--- src/rtl/batt_low_pkg.sv ---
package batt_low_pkg;
    localparam int VOLT_W    = 13;
    localparam int SEL_W     = 5;
    localparam int BASE_MV   = 2500;
    localparam int STEP_MV   = 50;
    localparam int MAX_CODE  = 20;
    localparam int HYST_MV   = 50;
    localparam int WARN_MV   = 200;
    localparam int DEB_TICKS = 5;

    typedef enum logic [1:0] {
        ST_ARMED    = 2'd0,
        ST_DEBOUNCE = 2'd1,
        ST_TRIPPED  = 2'd2
    } mon_state_e;
endpackage

--- src/rtl/batt_thr_calc.sv ---
module batt_thr_calc
    import batt_low_pkg::*;
#(
    parameter int VW    = VOLT_W,
    parameter int SW    = SEL_W,
    parameter int BASE  = BASE_MV,
    parameter int STEP  = STEP_MV,
    parameter int MAXC  = MAX_CODE,
    parameter int HYST  = HYST_MV,
    parameter int WARN  = WARN_MV
) (
    input  logic [SW-1:0] thr_sel,
    output logic [VW-1:0] trip_mv,
    output logic [VW-1:0] rel_mv,
    output logic [VW-1:0] warn_mv
);
    localparam logic [SW-1:0] MAX_SEL = SW'(MAXC);

    logic [SW-1:0] sel_c;

    always_comb begin
        sel_c   = (thr_sel > MAX_SEL) ? MAX_SEL : thr_sel;
        trip_mv = VW'(BASE) + VW'(STEP) * VW'(sel_c);
        rel_mv  = trip_mv + VW'(HYST);
        warn_mv = trip_mv + VW'(WARN);
    end

    always_comb begin
        AST_TRIP_RANGE: assert (trip_mv >= VW'(BASE) && trip_mv <= VW'(BASE + STEP * MAXC));
    end
endmodule

--- src/rtl/batt_debounce_fsm.sv ---
module batt_debounce_fsm
    import batt_low_pkg::*;
#(
    parameter int VW    = VOLT_W,
    parameter int TICKS = DEB_TICKS
) (
    input  logic          clk,
    input  logic          rst_n,
    input  logic          en,
    input  logic          smp_valid,
    input  logic [VW-1:0] smp_mv,
    input  logic [VW-1:0] trip_mv,
    input  logic [VW-1:0] rel_mv,
    input  logic          tick_ms,
    output logic          pwr_off_req
);
    localparam int CNT_W = $clog2(TICKS + 1);
    localparam logic [CNT_W-1:0] LAST = CNT_W'(TICKS - 1);

    mon_state_e     state_q, state_d;
    logic [CNT_W-1:0] cnt_q, cnt_d;
    logic           is_low, is_clear;

    assign is_low   = smp_valid && (smp_mv < trip_mv);
    assign is_clear = smp_valid && (smp_mv >= rel_mv);

    always_comb begin
        state_d = state_q;
        cnt_d   = cnt_q;
        if (!en) begin
            state_d = ST_ARMED;
            cnt_d   = '0;
        end else begin
            unique case (state_q)
                ST_ARMED: begin
                    if (is_low) begin
                        state_d = ST_DEBOUNCE;
                        cnt_d   = '0;
                    end
                end
                ST_DEBOUNCE: begin
                    if (smp_valid && !is_low) begin
                        state_d = ST_ARMED;
                        cnt_d   = '0;
                    end else if (tick_ms) begin
                        if (cnt_q == LAST) begin
                            state_d = ST_TRIPPED;
                            cnt_d   = '0;
                        end else begin
                            cnt_d = cnt_q + 1'b1;
                        end
                    end
                end
                ST_TRIPPED: begin
                    if (is_clear) state_d = ST_ARMED;
                end
                default: begin
                    state_d = ST_ARMED;
                    cnt_d   = '0;
                end
            endcase
        end
    end

    always_ff @(posedge clk or negedge rst_n) begin
        if (!rst_n) begin
            state_q <= ST_ARMED;
            cnt_q   <= '0;
        end else begin
            state_q <= state_d;
            cnt_q   <= cnt_d;
        end
    end

    always_comb begin
        pwr_off_req = (state_q == ST_TRIPPED);
    end

    AST_TRIP_ON_TICK: assert property (@(posedge clk) disable iff (!rst_n)
        $rose(pwr_off_req) |-> $past(tick_ms) && $past(en));
    AST_CNT_BOUND: assert property (@(posedge clk) disable iff (!rst_n)
        cnt_q < CNT_W'(TICKS));
    AST_RELEASE_HYST: assert property (@(posedge clk) disable iff (!rst_n)
        ($fell(pwr_off_req) && $past(en)) |-> ($past(smp_valid) && $past(smp_mv) >= $past(rel_mv)));
    AST_DISABLE_IDLE: assert property (@(posedge clk) disable iff (!rst_n)
        !en |=> (!pwr_off_req && cnt_q == '0));
endmodule

--- src/rtl/batt_warn_latch.sv ---
module batt_warn_latch
    import batt_low_pkg::*;
#(
    parameter int VW = VOLT_W
) (
    input  logic          clk,
    input  logic          rst_n,
    input  logic          en,
    input  logic          smp_valid,
    input  logic [VW-1:0] smp_mv,
    input  logic [VW-1:0] warn_mv,
    input  logic          warn_mask,
    input  logic          warn_clr,
    output logic          warn_irq
);
    logic set_evt;

    assign set_evt = smp_valid && !warn_mask && (smp_mv < warn_mv);

    always_ff @(posedge clk or negedge rst_n) begin
        if (!rst_n)        warn_irq <= 1'b0;
        else if (!en)      warn_irq <= 1'b0;
        else if (set_evt)  warn_irq <= 1'b1;
        else if (warn_clr) warn_irq <= 1'b0;
    end

    AST_WARN_UNMASKED: assert property (@(posedge clk) disable iff (!rst_n)
        $rose(warn_irq) |-> ($past(smp_valid) && !$past(warn_mask)));
    AST_WARN_HOLD: assert property (@(posedge clk) disable iff (!rst_n)
        (warn_irq && en && !warn_clr) |=> warn_irq);
    AST_WARN_DISABLE: assert property (@(posedge clk) disable iff (!rst_n)
        !en |=> !warn_irq);
endmodule

--- src/rtl/batt_low_monitor.sv ---
module batt_low_monitor
    import batt_low_pkg::*;
#(
    parameter int VW    = VOLT_W,
    parameter int SW    = SEL_W,
    parameter int TICKS = DEB_TICKS
) (
    input  logic          clk,
    input  logic          rst_n,
    input  logic          en,
    input  logic          smp_valid,
    input  logic [VW-1:0] smp_mv,
    input  logic [SW-1:0] thr_sel,
    input  logic          tick_ms,
    input  logic          warn_mask,
    input  logic          warn_clr,
    output logic          warn_irq,
    output logic          pwr_off_req
);
    logic [VW-1:0] trip_mv, rel_mv, warn_mv;

    batt_thr_calc #(.VW(VW), .SW(SW)) u_thr (
        .thr_sel (thr_sel),
        .trip_mv (trip_mv),
        .rel_mv  (rel_mv),
        .warn_mv (warn_mv)
    );

    batt_debounce_fsm #(.VW(VW), .TICKS(TICKS)) u_fsm (
        .clk         (clk),
        .rst_n       (rst_n),
        .en          (en),
        .smp_valid   (smp_valid),
        .smp_mv      (smp_mv),
        .trip_mv     (trip_mv),
        .rel_mv      (rel_mv),
        .tick_ms     (tick_ms),
        .pwr_off_req (pwr_off_req)
    );

    batt_warn_latch #(.VW(VW)) u_warn (
        .clk       (clk),
        .rst_n     (rst_n),
        .en        (en),
        .smp_valid (smp_valid),
        .smp_mv    (smp_mv),
        .warn_mv   (warn_mv),
        .warn_mask (warn_mask),
        .warn_clr  (warn_clr),
        .warn_irq  (warn_irq)
    );
endmodule

--- config.mk ---
export PLATFORM = sky130hd
export DESIGN_NAME = batt_low_monitor
export DESIGN_NICKNAME = d
export VERILOG_FILES = /design/src/rtl/batt_low_pkg.sv /design/src/rtl/batt_thr_calc.sv /design/src/rtl/batt_debounce_fsm.sv /design/src/rtl/batt_warn_latch.sv /design/src/rtl/batt_low_monitor.sv
export SDC_FILE = /design/constraint.sdc
export NUM_CORES = 1
export LEC_CHECK = 0
export ABC_AREA = 1
export BUFFER_PORTS_ARGS = -buffer_cell sky130_fd_sc_hd__buf_2
export CAP_MARGIN = 5
export CORE_AREA = 3 3 94 105
export DETAILED_ROUTE_END_ITERATION = 6
export DIE_AREA = 0 0 97 108
export SLEW_MARGIN = 15
export SYNTH_ARGS = -nofsm -noshare
export SYNTH_HDL_FRONTEND = slang
export SYNTH_SLANG_ARGS = --single-unit
--- constraint.sdc ---
create_clock -name clk -period 3.1 [get_ports clk]
set_clock_uncertainty 0.05 [all_clocks]
set_input_delay 0.775 -clock clk [delete_from_list [all_inputs] [get_ports clk]]
set_output_delay 0.775 -clock clk [all_outputs]
set_load 0.01 [all_outputs]
==> Word-level counts from Yosys, hierarchy flattened <==
Index checks and enable logic that the tools add are counted.
{ "classes": {"reduce_logical": 10, "mul": 1, "eq_ne": 9, "magnitude_cmp": 4, "add_sub_neg": 4, "muxes": 17} }
{ "ops": {"columns": ["op", "count"], "rows": [
  ["< comparator 13 bit", 2],
  ["two-way mux 3 bit", 5],
  ["adder 12 x 11 -> 13 bit, first input constant", 1],
  ["adder 13 x 6 -> 13 bit, second input constant", 1],
  ["adder 13 x 8 -> 13 bit, second input constant", 1],
  [">= comparator 13 bit", 1],
  ["two-way mux 2 bit", 6],
  ["multiplier 5 x 5 -> 10 bit, first input constant", 1],
  ["one-hot mux 3 bit (3 select lines)", 1],
  ["inequality test 3 x 2 -> 1 bit, second input constant", 2],
  ["one-hot mux 2 bit (3 select lines)", 1],
  ["greater-than comparator 5 bit, second input constant", 1],
  ["logical AND 1 bit", 5],
  ["two-way mux 5 bit", 1],
  ["inequality test 4 x 2 -> 1 bit, second input constant", 1],
  ["inequality test 4 x 3 -> 1 bit, second input constant", 1],
  ["AND reduction 4 bit", 1],
  ["adder 3 x 1 -> 3 bit, second input constant", 1],
  ["== test 3 bit, second input constant", 1],
  ["two-way mux 1 bit", 3],
  ["inequality test 3 x 1 -> 1 bit, second input constant", 1],
  ["AND reduction 3 bit", 1],
  ["== test 2 x 1 -> 1 bit, second input constant", 1],
  ["== test 2 bit, second input constant", 1],
  ["other kinds (3)", 4]
]} }
{ "totals": {"input_bits": 25, "output_inout_bits": 2, "ff_bits": 6, "elab_cells": 48} }

==> Depth between registers and ports, before layout <==
{ "depth": {"ltp_word": 11, "ltp_mapped": 34, "depth_no_buf": 33} }

==> Cells and area by module <==
A second synthesis with hierarchy kept.
{ "unflattened": {"hier_cells": 421, "hier_area_um2": 2555.0} }
{ "by_module_without_submodules": {"columns": ["mod", "n_inst", "area_per_inst_um2", "cells_each", "seq_area_each_um2"], "rows": [
  ["batt_thr_calc", 1, 1121.1, 185, 0.0],
  ["batt_debounce_fsm", 1, 1033.5, 167, 125.1],
  ["batt_warn_latch", 1, 400.4, 69, 25.0]
]} }

==> Worst setup path after synthesis <==
No wires, ideal clock.
{ "synth_path": {"path_type": "input to register", "start": "input port thr_sel[0]", "end": "register u_fsm.state_q[0]", "setup_slack_ns": -1.513, "t_arrival_ns": 4.440, "setup_ns": 0.123, "path_stages": 29, "n_path_buf": 1, "required_ns": 2.927, "path_cell_list": "nor2_1 -> nand3_1 -> nand2_4 -> nand2_1 -> ha_1 -> inv_1 -> ha_1 -> inv_1 -> fa_1 -> buf_4 -> nand2_1 -> nor3_1 -> nand3_2 -> nand3_1 -> nand2_4 -> nor2_2 -> nand2_1 -> nor2_1 -> nor2_1 -> ha_1 -> nand4_1 -> nor2_1 -> nand2_1 -> nand3_1 -> nand2_1 -> nand2_1 -> nand2_1 -> o21ai_0 -> nand2_1"} }
{ "synth_between": {"elab_chain_cells": 11, "elab_cells_between_ends": 19, "cone_classes": "add/sub: 2; mul: 1; order compare: 3; eq/ne: 4; mux: 4; reduce/logical: 5"} }
{ "synth_rtl": {"columns": ["element", "line_no", "source"], "rows": [
  ["start: declaration", "batt_low_monitor.sv:13", "input logic [SW-1:0] thr_sel,"],
  ["greater-than comparator 5 bit", "batt_thr_calc.sv:22", "sel_c = (thr_sel > MAX_SEL) ? MAX_SEL : thr_sel;"],
  ["two-way mux 5 bit (*)", "batt_thr_calc.sv:22", null],
  ["multiplier 5 x 5 -> 10 bit (*)", "batt_thr_calc.sv:23", "trip_mv = VW'(BASE) + VW'(STEP) * VW'(sel_c);"],
  ["adder 12 x 11 -> 13 bit (*)", "batt_thr_calc.sv:23", null],
  ["branches (longest 7 deep; another with adder 13 x 6 -> 13 bit)", null, null],
  ["end signal: assignment", "batt_debounce_fsm.sv:70", "state_q <= state_d;"],
  ["end: declaration", "batt_debounce_fsm.sv:20", "mon_state_e state_q, state_d;"]
]} }
Every way passes the cells marked *.
A chain may end at the register's enable or synchronous reset.

==> Worst setup path in the final report <==
{ "layout_path": {"start": "input port thr_sel[2]", "end": "register u_fsm.state_q[0]"} }
Same word-level chain as after synthesis.

==> run_results.csv <==
group,metric,value,unit
status,status,"complete, but fails checks",
status,violations,"negative setup slack",
final_layout,stdcell_area,0.00341,sq mm
place,dpl_worst_slack,-1.87,ns
timing,worstMarginPinSlew,0.332,ns
grt,grt_start_max_net_pins,7,
final_layout,drive_gt1_share,43.5,%
worst_setup_path,end_kind,"register",
yosys,async_reset_ff_share,100,%
yosys,yosysSeqAreaShare,6.86,%
clocking,htreeDepth,1,
yosys,synth-edff-count,0,
routing,drt_iter0_drc,36,
worst_setup_path,startpoint,"thr_sel[2]",
worst_setup_path,cp-start-kind,"input port",
worst_setup_path,slowest_stage,"fa_2",
worst_setup_path,critPathKind,"input port to register",
yosys,synth_nets,417,
clocking,clock_sinks,6,
final_layout,fillerInstances,901,
grt,antenna_found_initial,0,
place,hpwl,5050,um
floorplan,die_h,108,um
timing,relSlewSlack,77.7,%
worst_setup_path,arrival,4.57,ns
power_and_ir_drop,ir_drop,0.183,mV
clocking,cts_tree,"done",
timing,fmax,222,MHz
floorplan,rows,36,
final_layout,n_antenna_cell,0,
clocking,root_buffer,"clkbuf_8",
worst_setup_path,r2r-start,"u_fsm.state_q[1]$_DFFE_PN0P_",
floorplan,fp.dieW,97,um
place,postPlaceCellArea,0.00301,sq mm
yosys,syn_area,0.00219,sq mm
clocking,cts_hold_buf,0,
routing,ant_nets,0,
grt,grt-ovfl-total,0,
final_layout,mostFrequentLayoutCell,"nand2_1",
final_layout,ff_latch_area,150,sq um
timing,finalSetupViolations,6,
grt,grt_util_all_layers,11.2,%
yosys,yosysUniqueCellTypes,30,
final_layout,areaGrowthSynthToFinish,55.8,%
routing,wl,5880,um
yosys,synth_cells,337,
floorplan,start_util,24.6,%
final_layout,layout_common_cells,"76 x nand2_1, 58 x buf_4, 42 x ha_1, 39 x inv_1, 23 x nand2_2",
power_and_ir_drop,power.leakage,1.78,nW
routing,drt-pass1-iter-count,4,
timing,slew_violations,0,
yosys,synth_ff_type,"dfrtp_1",
yosys,avgSynthCellArea,6.49,sq um
worst_setup_path,critical_path_required,3.16,ns
clocking,clk_latency,0.22,ns
yosys,ys_warn_count,0,
timing,rsz0062_at_grt,"yes",
routing,vias_per_cell,4.43,
grt,grt_pass1_wl,10200,um
grt,grt_pass1_vias,2384,
timing,fin_crit,4.51,ns
routing,drc,0,
floorplan,die_area,0.0105,sq mm
routing,wl_per_cell,10.8,um
final_layout,multiInputGateArea,0.00220,sq mm
final_layout,nets,510,
run,maxCapViolCount,0,
timing,timing.final.ws_setup,-1.41,ns
routing,vias,2399,
clocking,cts_made_buffers,3,
floorplan,coreArea,0.00887,sq mm
clocking,clk_pin_slew,0.04,ns
timing,hold_viol,0,
timing,period_share,146,%
place,place.gp.congestion,0.809,
floorplan,num_io_pins,27,
power_and_ir_drop,powerDensity,489,mW/mm^2
yosys,ys_ff_latch,6,
clocking,clk_path_buf_depth,2,
place,port_buffers,26,
min_path,hp-class,"input port to asynchronous set/reset pin",
worst_setup_path,critical_path.max_fanout,4,
worst_setup_path,crit_path_max_incr_delay,0.58,ns
## final timing paths
check	to	slack (ns)	cells after the start
max in group asynchronous	u_fsm.cnt_q[2]$_DFFE_PN0P_	2.53	1
worst max-delay path	u_fsm.state_q[0]$_DFFE_PN0P_	-1.41	29
min in group clk	u_warn.warn_irq$_DFFE_PN0P_	0.48	2
worst min register to register	u_warn.warn_irq$_DFFE_PN0P_	0.48	2
worst min-delay path	u_warn.warn_irq$_DFFE_PN0P_	0.32	1
worst max register to register	u_fsm.cnt_q[2]$_DFFE_PN0P_	1.81	8
## flip-flops by register name (all words and copies together), names as in the netlist
register and count:
u_warn.warn_irq 1, u_fsm.state_q 2, u_fsm.cnt_q 3
## repair_timing
item,in CTS,in global routing
setup buffers,7,4
setup endpoints to repair,6,6
resized for setup,29,32
pin swaps,30,25
## Yosys cell counts (3+ instances only)
cell type | number | area share [%]
nand2_4 | 5 | 2.6
inv_2 | 3 | 0.51
nand4_1 | 5 | 1.4
nor2_1 | 24 | 4.1
nand2_2 | 8 | 2.3
nand3b_1 | 3 | 1.0
o21a_1 | 4 | 1.4
o21ai_0 | 5 | 1.1
dfrtp_1 | 6 | 6.9
nand3_1 | 26 | 5.9
xor2_1 | 9 | 3.6
ha_1 | 54 | 31
nor3_1 | 3 | 0.69
inv_1 | 49 | 8.4
a21oi_1 | 21 | 4.8
nand2_1 | 94 | 16
## routing by layer
metal	part of all wire [%]	vias to the layer above	GRT usage [%]
li1	-	1277	-
met1	44	1102	13.9
met2	54	20	21.9
met3	1.4	0	0.903
met4	0	0	0.301
met5	0	-	0
## cell families (layout without fill, tap and decap cells)
family	after synthesis	after routing	share of synthesized area (%)
and+or+nand+nor	174	174	37.4
adders and majority gates	55	55	31.8
xor gates and xnor gates	12	12	5.15
buffers and inverters	54	145	9.44
DFF	6	6	6.86
AOI/OAI and AO/OA	36	36	9.33
## cell type report
type	instances	share of cell area (%)
Multi-Input combinational cell	277	64.5
Timing Repair Buffer	90	19.7
Inverter	52	5.95
Sequential cell	6	4.41
Tap cell	114	4.19
Clock buffer	3	1.21
## critical path, delay by kind of cell
| family | cells | cell delay, ns |
|---|---|---|
| AND/OR/NAND/NOR | 18 | 1.63 |
| adder cells (fa/ha/maj) | 5 | 1.46 |
| AO/OA/AOI/OAI | 3 | 0.50 |
| buffers and inverters | 3 | 0.21 |
## report_power, final
group / total, mW / switching, mW / leakage, nW / internal [mW]
logic: 1.45 / 0.767 / 1.67 / 0.678
registers: 0.107 / 0.0134 / 0.0815 / 0.0932
clock network: 0.115 / 0.0313 / 0.0216 / 0.0832
## per-stage QoR
stage                     std cells  utilization, %  hold slack, ns  setup TNS, ns  power [mW]
after floorplan                 337               -           0.416          -7.23       0.931
after detailed placement        528            33.9           0.476         -10.31        1.33
after global placement          528            33.9           0.454          -9.58        1.29
after global routing            542            38.4           0.322          -9.41        1.87
after CTS                       538            36.3           0.322          -8.00        1.54
final                           542            38.4           0.321          -7.85        1.67
No activity file was read; power rests on OpenSTA's default activity.
